--- config.mk ---
export PLATFORM = sky130hd
export DESIGN_NAME = supply_guard
export DESIGN_NICKNAME = d
export VERILOG_FILES = /design/src/rtl/sg_pkg.sv /design/src/rtl/sg_zone.sv /design/src/rtl/sg_qualify.sv /design/src/rtl/sg_fresh.sv /design/src/rtl/supply_guard.sv
export SDC_FILE = /design/constraint.sdc
export NUM_CORES = 1
export LEC_CHECK = 0
export BUFFER_PORTS_ARGS = -buffer_cell sky130_fd_sc_hd__buf_2
export CORE_AREA = 2 2 45 47
export DETAILED_ROUTE_END_ITERATION = 7
export DIE_AREA = 0 0 47 49
export HOLD_SLACK_MARGIN = 0.06
export PLACE_DENSITY = 0.6
export SYNTH_ARGS = -nofsm -noshare
export SYNTH_HDL_FRONTEND = slang
export SYNTH_SLANG_ARGS = --single-unit
--- constraint.sdc ---
create_clock -name clk -period 1.9 [get_ports clk]
set_input_delay 0.38 -clock clk [delete_from_list [all_inputs] [get_ports clk]]
set_output_delay 0.38 -clock clk [all_outputs]
set_load 0.02 [all_outputs]
--- src/rtl/sg_pkg.sv ---
package sg_pkg;
  typedef enum logic [1:0] {
    ST_UNARMED = 2'd0,
    ST_NORMAL  = 2'd1,
    ST_PROTECT = 2'd2,
    ST_BACKUP  = 2'd3
  } sg_state_e;
endpackage

--- src/rtl/sg_zone.sv ---
module sg_zone
  import sg_pkg::*;
#(
  parameter int CODE_W = 10,
  parameter logic [CODE_W-1:0] ARM_C  = '0,
  parameter logic [CODE_W-1:0] FULL_C = '0,
  parameter logic [CODE_W-1:0] PROT_C = '0,
  parameter logic [CODE_W-1:0] SWLO_C = '0,
  parameter logic [CODE_W-1:0] SWHI_C = '0
) (
  input  sg_state_e         state_i,
  input  logic              armed_i,
  input  logic [CODE_W-1:0] code_i,
  output sg_state_e         cand_o
);
  // Desired next state for one sample, before glitch filtering
  always_comb begin
    cand_o = state_i;
    case (state_i)
      ST_UNARMED: if (code_i >= ARM_C) cand_o = ST_PROTECT;
      ST_NORMAL:  if (code_i < PROT_C) cand_o = ST_PROTECT;
      ST_PROTECT: begin
        if (code_i >= FULL_C) cand_o = ST_NORMAL;
        else if (armed_i && code_i < SWLO_C) cand_o = ST_BACKUP;
      end
      ST_BACKUP:  if (code_i >= SWHI_C) cand_o = ST_PROTECT;
      default:    cand_o = ST_UNARMED;
    endcase
  end
endmodule

--- src/rtl/sg_qualify.sv ---
module sg_qualify
  import sg_pkg::*;
#(
  parameter int FILT_N = 3
) (
  input  logic      clk,
  input  logic      rst_n,
  input  logic      step_i,
  input  logic      want_i,
  input  sg_state_e tgt_i,
  output logic      fire_o
);
  localparam int CNT_W = $clog2(FILT_N + 1);

  logic [CNT_W-1:0] cnt_q;
  sg_state_e        pend_q;
  logic [CNT_W:0]   run;
  logic             match;

  assign match  = (cnt_q != '0) && (tgt_i == pend_q);
  assign run    = match ? ({1'b0, cnt_q} + (CNT_W+1)'(1)) : (CNT_W+1)'(1);
  assign fire_o = step_i && want_i && (run >= (CNT_W+1)'(FILT_N));

  always_ff @(posedge clk or negedge rst_n) begin
    if (!rst_n) begin
      cnt_q  <= '0;
      pend_q <= ST_UNARMED;
    end else if (step_i) begin
      if (!want_i || fire_o) begin
        cnt_q <= '0;
      end else begin
        cnt_q  <= run[CNT_W-1:0];
        pend_q <= tgt_i;
      end
    end
  end


  run_bound_chk: assert property (@(posedge clk) disable iff (!rst_n)
    cnt_q < CNT_W'(FILT_N));
endmodule

--- src/rtl/sg_fresh.sv ---
module sg_fresh (
  input  logic clk,
  input  logic rst_n,
  input  logic set_i,
  output logic armed_o
);
  logic armed_q;

  always_ff @(posedge clk or negedge rst_n) begin
    if (!rst_n)     armed_q <= 1'b0;
    else if (set_i) armed_q <= 1'b1;
  end

  assign armed_o = armed_q;


  arm_keep_chk: assert property (@(posedge clk) disable iff (!rst_n)
    armed_q |=> armed_q);
endmodule

--- src/rtl/supply_guard.sv ---
module supply_guard
  import sg_pkg::*;
#(
  parameter int CODE_W  = 10,
  parameter int VARIANT = 0,
  parameter int FULL_A  = 950,
  parameter int PROT_A  = 900,
  parameter int FULL_B  = 900,
  parameter int PROT_B  = 850,
  parameter int SW_LVL  = 600,
  parameter int SW_HYST = 10,
  parameter int ARM_LVL = 700,
  parameter int FILT_N  = 3
) (
  input  logic              clk,
  input  logic              rst_n,
  input  logic              smp_valid,
  output logic              smp_ready,
  input  logic [CODE_W-1:0] smp_code,
  output logic              access_en,
  output logic              wr_protect,
  output logic              bus_float,
  output logic              backup_sel
);
  localparam logic [CODE_W-1:0] FULL_C = CODE_W'((VARIANT == 0) ? FULL_A : FULL_B);
  localparam logic [CODE_W-1:0] PROT_C = CODE_W'((VARIANT == 0) ? PROT_A : PROT_B);
  localparam logic [CODE_W-1:0] SWLO_C = CODE_W'(SW_LVL);
  localparam logic [CODE_W-1:0] SWHI_C = CODE_W'(SW_LVL + SW_HYST);
  localparam logic [CODE_W-1:0] ARM_C  = CODE_W'(ARM_LVL);

  sg_state_e st_q;
  sg_state_e cand;
  logic      armed;
  logic      fire;

  assign smp_ready = 1'b1;

  sg_zone #(
    .CODE_W(CODE_W), .ARM_C(ARM_C), .FULL_C(FULL_C),
    .PROT_C(PROT_C), .SWLO_C(SWLO_C), .SWHI_C(SWHI_C)
  ) u_zone (
    .state_i(st_q), .armed_i(armed), .code_i(smp_code), .cand_o(cand)
  );

  sg_qualify #(.FILT_N(FILT_N)) u_qual (
    .clk(clk), .rst_n(rst_n), .step_i(smp_valid),
    .want_i(cand != st_q), .tgt_i(cand), .fire_o(fire)
  );

  sg_fresh u_fresh (
    .clk(clk), .rst_n(rst_n),
    .set_i(fire && (st_q == ST_UNARMED)), .armed_o(armed)
  );

  always_ff @(posedge clk or negedge rst_n) begin
    if (!rst_n)    st_q <= ST_UNARMED;
    else if (fire) st_q <= cand;
  end

  assign access_en  = (st_q == ST_NORMAL);
  assign wr_protect = (st_q != ST_NORMAL);
  assign bus_float  = (st_q != ST_NORMAL);
  assign backup_sel = (st_q == ST_BACKUP);


  backup_needs_arm_chk: assert property (@(posedge clk) disable iff (!rst_n)
    backup_sel |-> armed);

  state_hold_chk: assert property (@(posedge clk) disable iff (!rst_n)
    !smp_valid |=> $stable(access_en) && $stable(backup_sel));

  normal_entry_chk: assert property (@(posedge clk) disable iff (!rst_n)
    $rose(access_en) |-> $past(smp_valid && smp_code >= FULL_C));

  normal_exit_chk: assert property (@(posedge clk) disable iff (!rst_n)
    $fell(access_en) |-> $past(smp_valid && smp_code < PROT_C));

  backup_entry_chk: assert property (@(posedge clk) disable iff (!rst_n)
    $rose(backup_sel) |-> $past(smp_valid && smp_code < SWLO_C));

  backup_exit_chk: assert property (@(posedge clk) disable iff (!rst_n)
    $fell(backup_sel) |-> $past(smp_valid && smp_code >= SWHI_C));
endmodule

==> results.sh <==
export IMPL_min_delay_path_class="in2reg"
export IMPL_use_met3=0.0259
export IMPL_rsz_0062_raised_after_global_routing="true"
export IMPL_die_w_um=47
export IMPL_synthesis_yosys_warnings=0
export IMPL_ctsHtreeMaxLevel=1
export IMPL_max_cap_violations=0
export IMPL_cp_endpoint="u_qual.cnt_q[1]"
export IMPL_drt_first_iter_violations=15
export IMPL_grt_first_pass_wirelength_um=2980
export IMPL_critical_path_peak_fanout=4
export IMPL_clkTransAtPathRegs_ns=0.06
export IMPL_r2r_setup_slk_ns=-0.09
export IMPL_setup_total_negative_slack_ns=-0.540
export IMPL_clock_tree_from_tritoncts="yes"
export IMPL_grt_max_degree=8
export IMPL_finalSetupViolCount=6
export IMPL_minimum_clock_period_after_layout_ns=2.02
export IMPL_ys_seq_area_frac=0.285
export IMPL_place_inst=132
export IMPL_vias_per_cell=5.16
export IMPL_pin_count=18
export IMPL_clockRootBuffer="sky130_fd_sc_hd__clkbuf_4"
export IMPL_first_global_vias=699
export IMPL_drv_slew=0
export IMPL_design_die_area_um2=2300
export IMPL_final_hold_viol_count=0
export IMPL_dp_worst_setup_slack_ns=-0.421
export IMPL_worst_setup_path_end_kind="flop"
export IMPL_critical_path_startpoint="smp_code[4]"
export IMPL_hold_slack_ns=0.426
export IMPL_grt_total_usage=0.177
export IMPL_startpoint_type="input port"
export IMPL_groute_layer_met1_usage=0.229
export IMPL_power_density_nw_per_um2=1310
export IMPL_synth_cell_types=40
export IMPL_report_power_total_w=0.00134
export IMPL_post_route_cells_drive_above_1_share=0.549
export IMPL_cellLeakagePower_nw=0.500
export IMPL_yosys_register_bits=7
export IMPL_worstSkewPairLatency_ns=0.26
export IMPL_gpl_final_weighted_congestion=0.800
export IMPL_required_ns=2.05
export IMPL_route_final_wire_length_um=1820
export IMPL_setup_worst_path_class="in2reg"
export IMPL_syn_num_nets=90
export IMPL_drt_antenna_violating_nets=0
export IMPL_final_min_period_over_clock_period=1.06
export IMPL_fin_worst_skew_ns=0.00209
export IMPL_die_height_um=49
export IMPL_average_cell_area_after_synthesis_um2=8.19
export IMPL_grt_met2_usage=0.292
export IMPL_drc=0
export IMPL_area_growth_syn_to_layout_pct=66.4
export IMPL_fin_cells=140
export IMPL_detailed_place_hpwl_um=1300
export IMPL_numCtsBuffers=3
export IMPL_design_core_area_um2=1840
export IMPL_placementRows=16
export IMPL_mappedNetlistArea_um2=614
export IMPL_min_setup_slack_post_route_ns=-0.119
export IMPL_ctsLongestPathBuffers=2
export IMPL_insertedDiodeCount=0
export IMPL_floorplan_initialDensity=0.334
export IMPL_global_route_overflow_total=0
export IMPL_layout_nets=129
export IMPL_worst_ep_arrival_time_ns=2.17
export IMPL_r2r_end="st_q[0]"
export IMPL_failing_checks="setup timing"
export IMPL_worst_r2r_path_depth=7
export IMPL_grt_busiest_layer="met2"
export IMPL_result_of_the_run="finished with violations"
export IMPL_routed_wire_length_per_instance_um=13.0
export IMPL_dr_total_vias=723
export IMPL_firstDrtPassIters=4
export IMPL_grt_antenna_before_repair=0
export IMPL_netlist_instances=75
export IMPL_reg_to_reg_critical_path_startpoint="st_q[0]"
export IMPL_placement_io_buffers=15
export IMPL_maxClockFrequency_mhz=495
export IMPL_clock_sinks=7
export IMPL_peak_supply_drop_mv=0.790
[critical path, stage by stage]
cell	delay [ns]
sky130_fd_sc_hd__buf_6	0.09
sky130_fd_sc_hd__or3_4	0.41
sky130_fd_sc_hd__o311a_4	0.38
sky130_fd_sc_hd__a21o_1	0.19
sky130_fd_sc_hd__a311oi_1	0.25
sky130_fd_sc_hd__buf_4	0.20
sky130_fd_sc_hd__nor3_2	0.05
sky130_fd_sc_hd__a31o_1	0.20
[cell type report]
class	count	area [µm²]
fill	176	820
multi-input combinational	61	514
timing repair buffer	36	251
sequential	7	176
tap	27	33.8
clock buffer	4	26.3
inverter	5	20.0
[per-layer routing]
layer,wire (µm),up-vias
met3,38,2
met4,17,0
li1,-,361
met1,755,350
met2,1010,10
met5,0,-
[cells in the mapped netlist]
library cell | count | area (µm²)
sky130_fd_sc_hd__o211ai_1 | 1 | 7.51
sky130_fd_sc_hd__o22ai_1 | 1 | 6.26
sky130_fd_sc_hd__conb_1 | 1 | 3.75
sky130_fd_sc_hd__o311a_1 | 1 | 10.0
sky130_fd_sc_hd__nand2_1 | 5 | 18.8
sky130_fd_sc_hd__nor4_1 | 2 | 12.5
sky130_fd_sc_hd__o21bai_1 | 1 | 7.51
sky130_fd_sc_hd__nand4_1 | 1 | 6.26
sky130_fd_sc_hd__mux2i_1 | 1 | 10.0
sky130_fd_sc_hd__nand3_1 | 1 | 5.00
sky130_fd_sc_hd__clkinv_2 | 1 | 5.00
sky130_fd_sc_hd__o21ai_0 | 3 | 15.0
sky130_fd_sc_hd__nand3b_1 | 1 | 7.51
sky130_fd_sc_hd__a31oi_1 | 1 | 6.26
sky130_fd_sc_hd__or3_4 | 1 | 11.3
sky130_fd_sc_hd__ha_1 | 2 | 25.0
sky130_fd_sc_hd__nor3_1 | 4 | 20.0
sky130_fd_sc_hd__o211a_1 | 1 | 10.0
sky130_fd_sc_hd__or4_1 | 1 | 7.51
sky130_fd_sc_hd__a31o_1 | 1 | 8.76
sky130_fd_sc_hd__xnor2_1 | 1 | 8.76
sky130_fd_sc_hd__o21ai_1 | 2 | 10.0
sky130_fd_sc_hd__dfrtp_1 | 7 | 175
sky130_fd_sc_hd__or2_1 | 1 | 6.26
sky130_fd_sc_hd__o31ai_1 | 1 | 7.51
sky130_fd_sc_hd__o311ai_2 | 1 | 16.3
sky130_fd_sc_hd__inv_1 | 4 | 15.0
sky130_fd_sc_hd__o22a_1 | 1 | 8.76
sky130_fd_sc_hd__buf_4 | 2 | 15.0
sky130_fd_sc_hd__a22o_1 | 2 | 17.5
sky130_fd_sc_hd__a211o_1 | 1 | 8.76
sky130_fd_sc_hd__o21a_2 | 1 | 8.76
sky130_fd_sc_hd__and2_1 | 1 | 6.26
sky130_fd_sc_hd__a21oi_1 | 5 | 25.0
sky130_fd_sc_hd__a311oi_1 | 1 | 8.76
sky130_fd_sc_hd__a22oi_1 | 1 | 7.51
sky130_fd_sc_hd__nor2_1 | 6 | 22.5
sky130_fd_sc_hd__a21o_1 | 2 | 15.0
sky130_fd_sc_hd__nand2b_1 | 2 | 12.5
sky130_fd_sc_hd__and3_2 | 2 | 15.0
[placed cells by master (no fill, tap or decap), types with 3 or more instances in the layout]
master,instances
sky130_fd_sc_hd__buf_6,3
sky130_fd_sc_hd__nand2_1,3
sky130_fd_sc_hd__buf_2,13
sky130_fd_sc_hd__dfrtp_1,6
sky130_fd_sc_hd__a21oi_1,3
sky130_fd_sc_hd__buf_4,19
sky130_fd_sc_hd__o21ai_1,3
sky130_fd_sc_hd__nor2_1,3
sky130_fd_sc_hd__clkbuf_4,3
sky130_fd_sc_hd__inv_1,4
[cells by family (layout without fill, tap and decap cells)]
family                   Yosys count  in the layout  share of synthesized area
AO/OA/AOI/OAI                     28             28                      0.334
AND/OR/NAND/NOR                   28             28                      0.246
buffers and inverters              7             45                     0.0570
adder cells (fa/ha/maj)            2              2                     0.0407
XOR/XNOR                           1              1                     0.0143
other                              1              1                    0.00610
multiplexers                       1              1                     0.0163
flip-flops                         7              7                      0.285
[where the power goes]
| group | internal [W] | switching, W |
|---|---|---|
| Combinational | 0.000467 | 0.000474 |
| Clock | 0.0000808 | 0.0000641 |
| Sequential | 0.000202 | 0.0000521 |
[sequential cells by signal (all words and copies together) (netlist names)]
name / cells
u_qual.cnt_q: 2
u_qual.pend_q: 2
u_fresh.armed_o: 1
st_q: 2
[worst min path at each step]
| stage | from | endpoint | slack [ns] | cells past startpoint |
|---|---|---|---|---|
| finish | smp_valid | u_qual.cnt_q[0] | 0.43 | 2 |
| global route | smp_valid | u_qual.cnt_q[0] | 0.43 | 2 |
| CTS | smp_valid | u_qual.cnt_q[0] | 0.41 | 2 |
| detailed placement | rst_n | u_qual.pend_q[0] | 0.22 | 1 |
| global placement | rst_n | u_qual.cnt_q[1] | 0.22 | 1 |
| floorplan | rst_n | st_q[0] | 0.08 | 0 |
[timing repair]
action                                 4_1_cts  5_1_grt
gates resized for setup                     17       10
setup endpoints to repair                    6        6
pin swaps                                   13       10
hold buffers                                 1        0
setup buffers                                3        0
endpoints found under the hold margin        7        0
[stage by stage]
stage	util	cell area, µm²
6_report	0.555	1020
5_1_grt	0.555	1020
4_1_cts	0.528	972
3_5_place_dp	0.454	836
3_3_place_gp	0.454	836
2_1_floorplan	-	614
(Power assumes the default switching activity.)
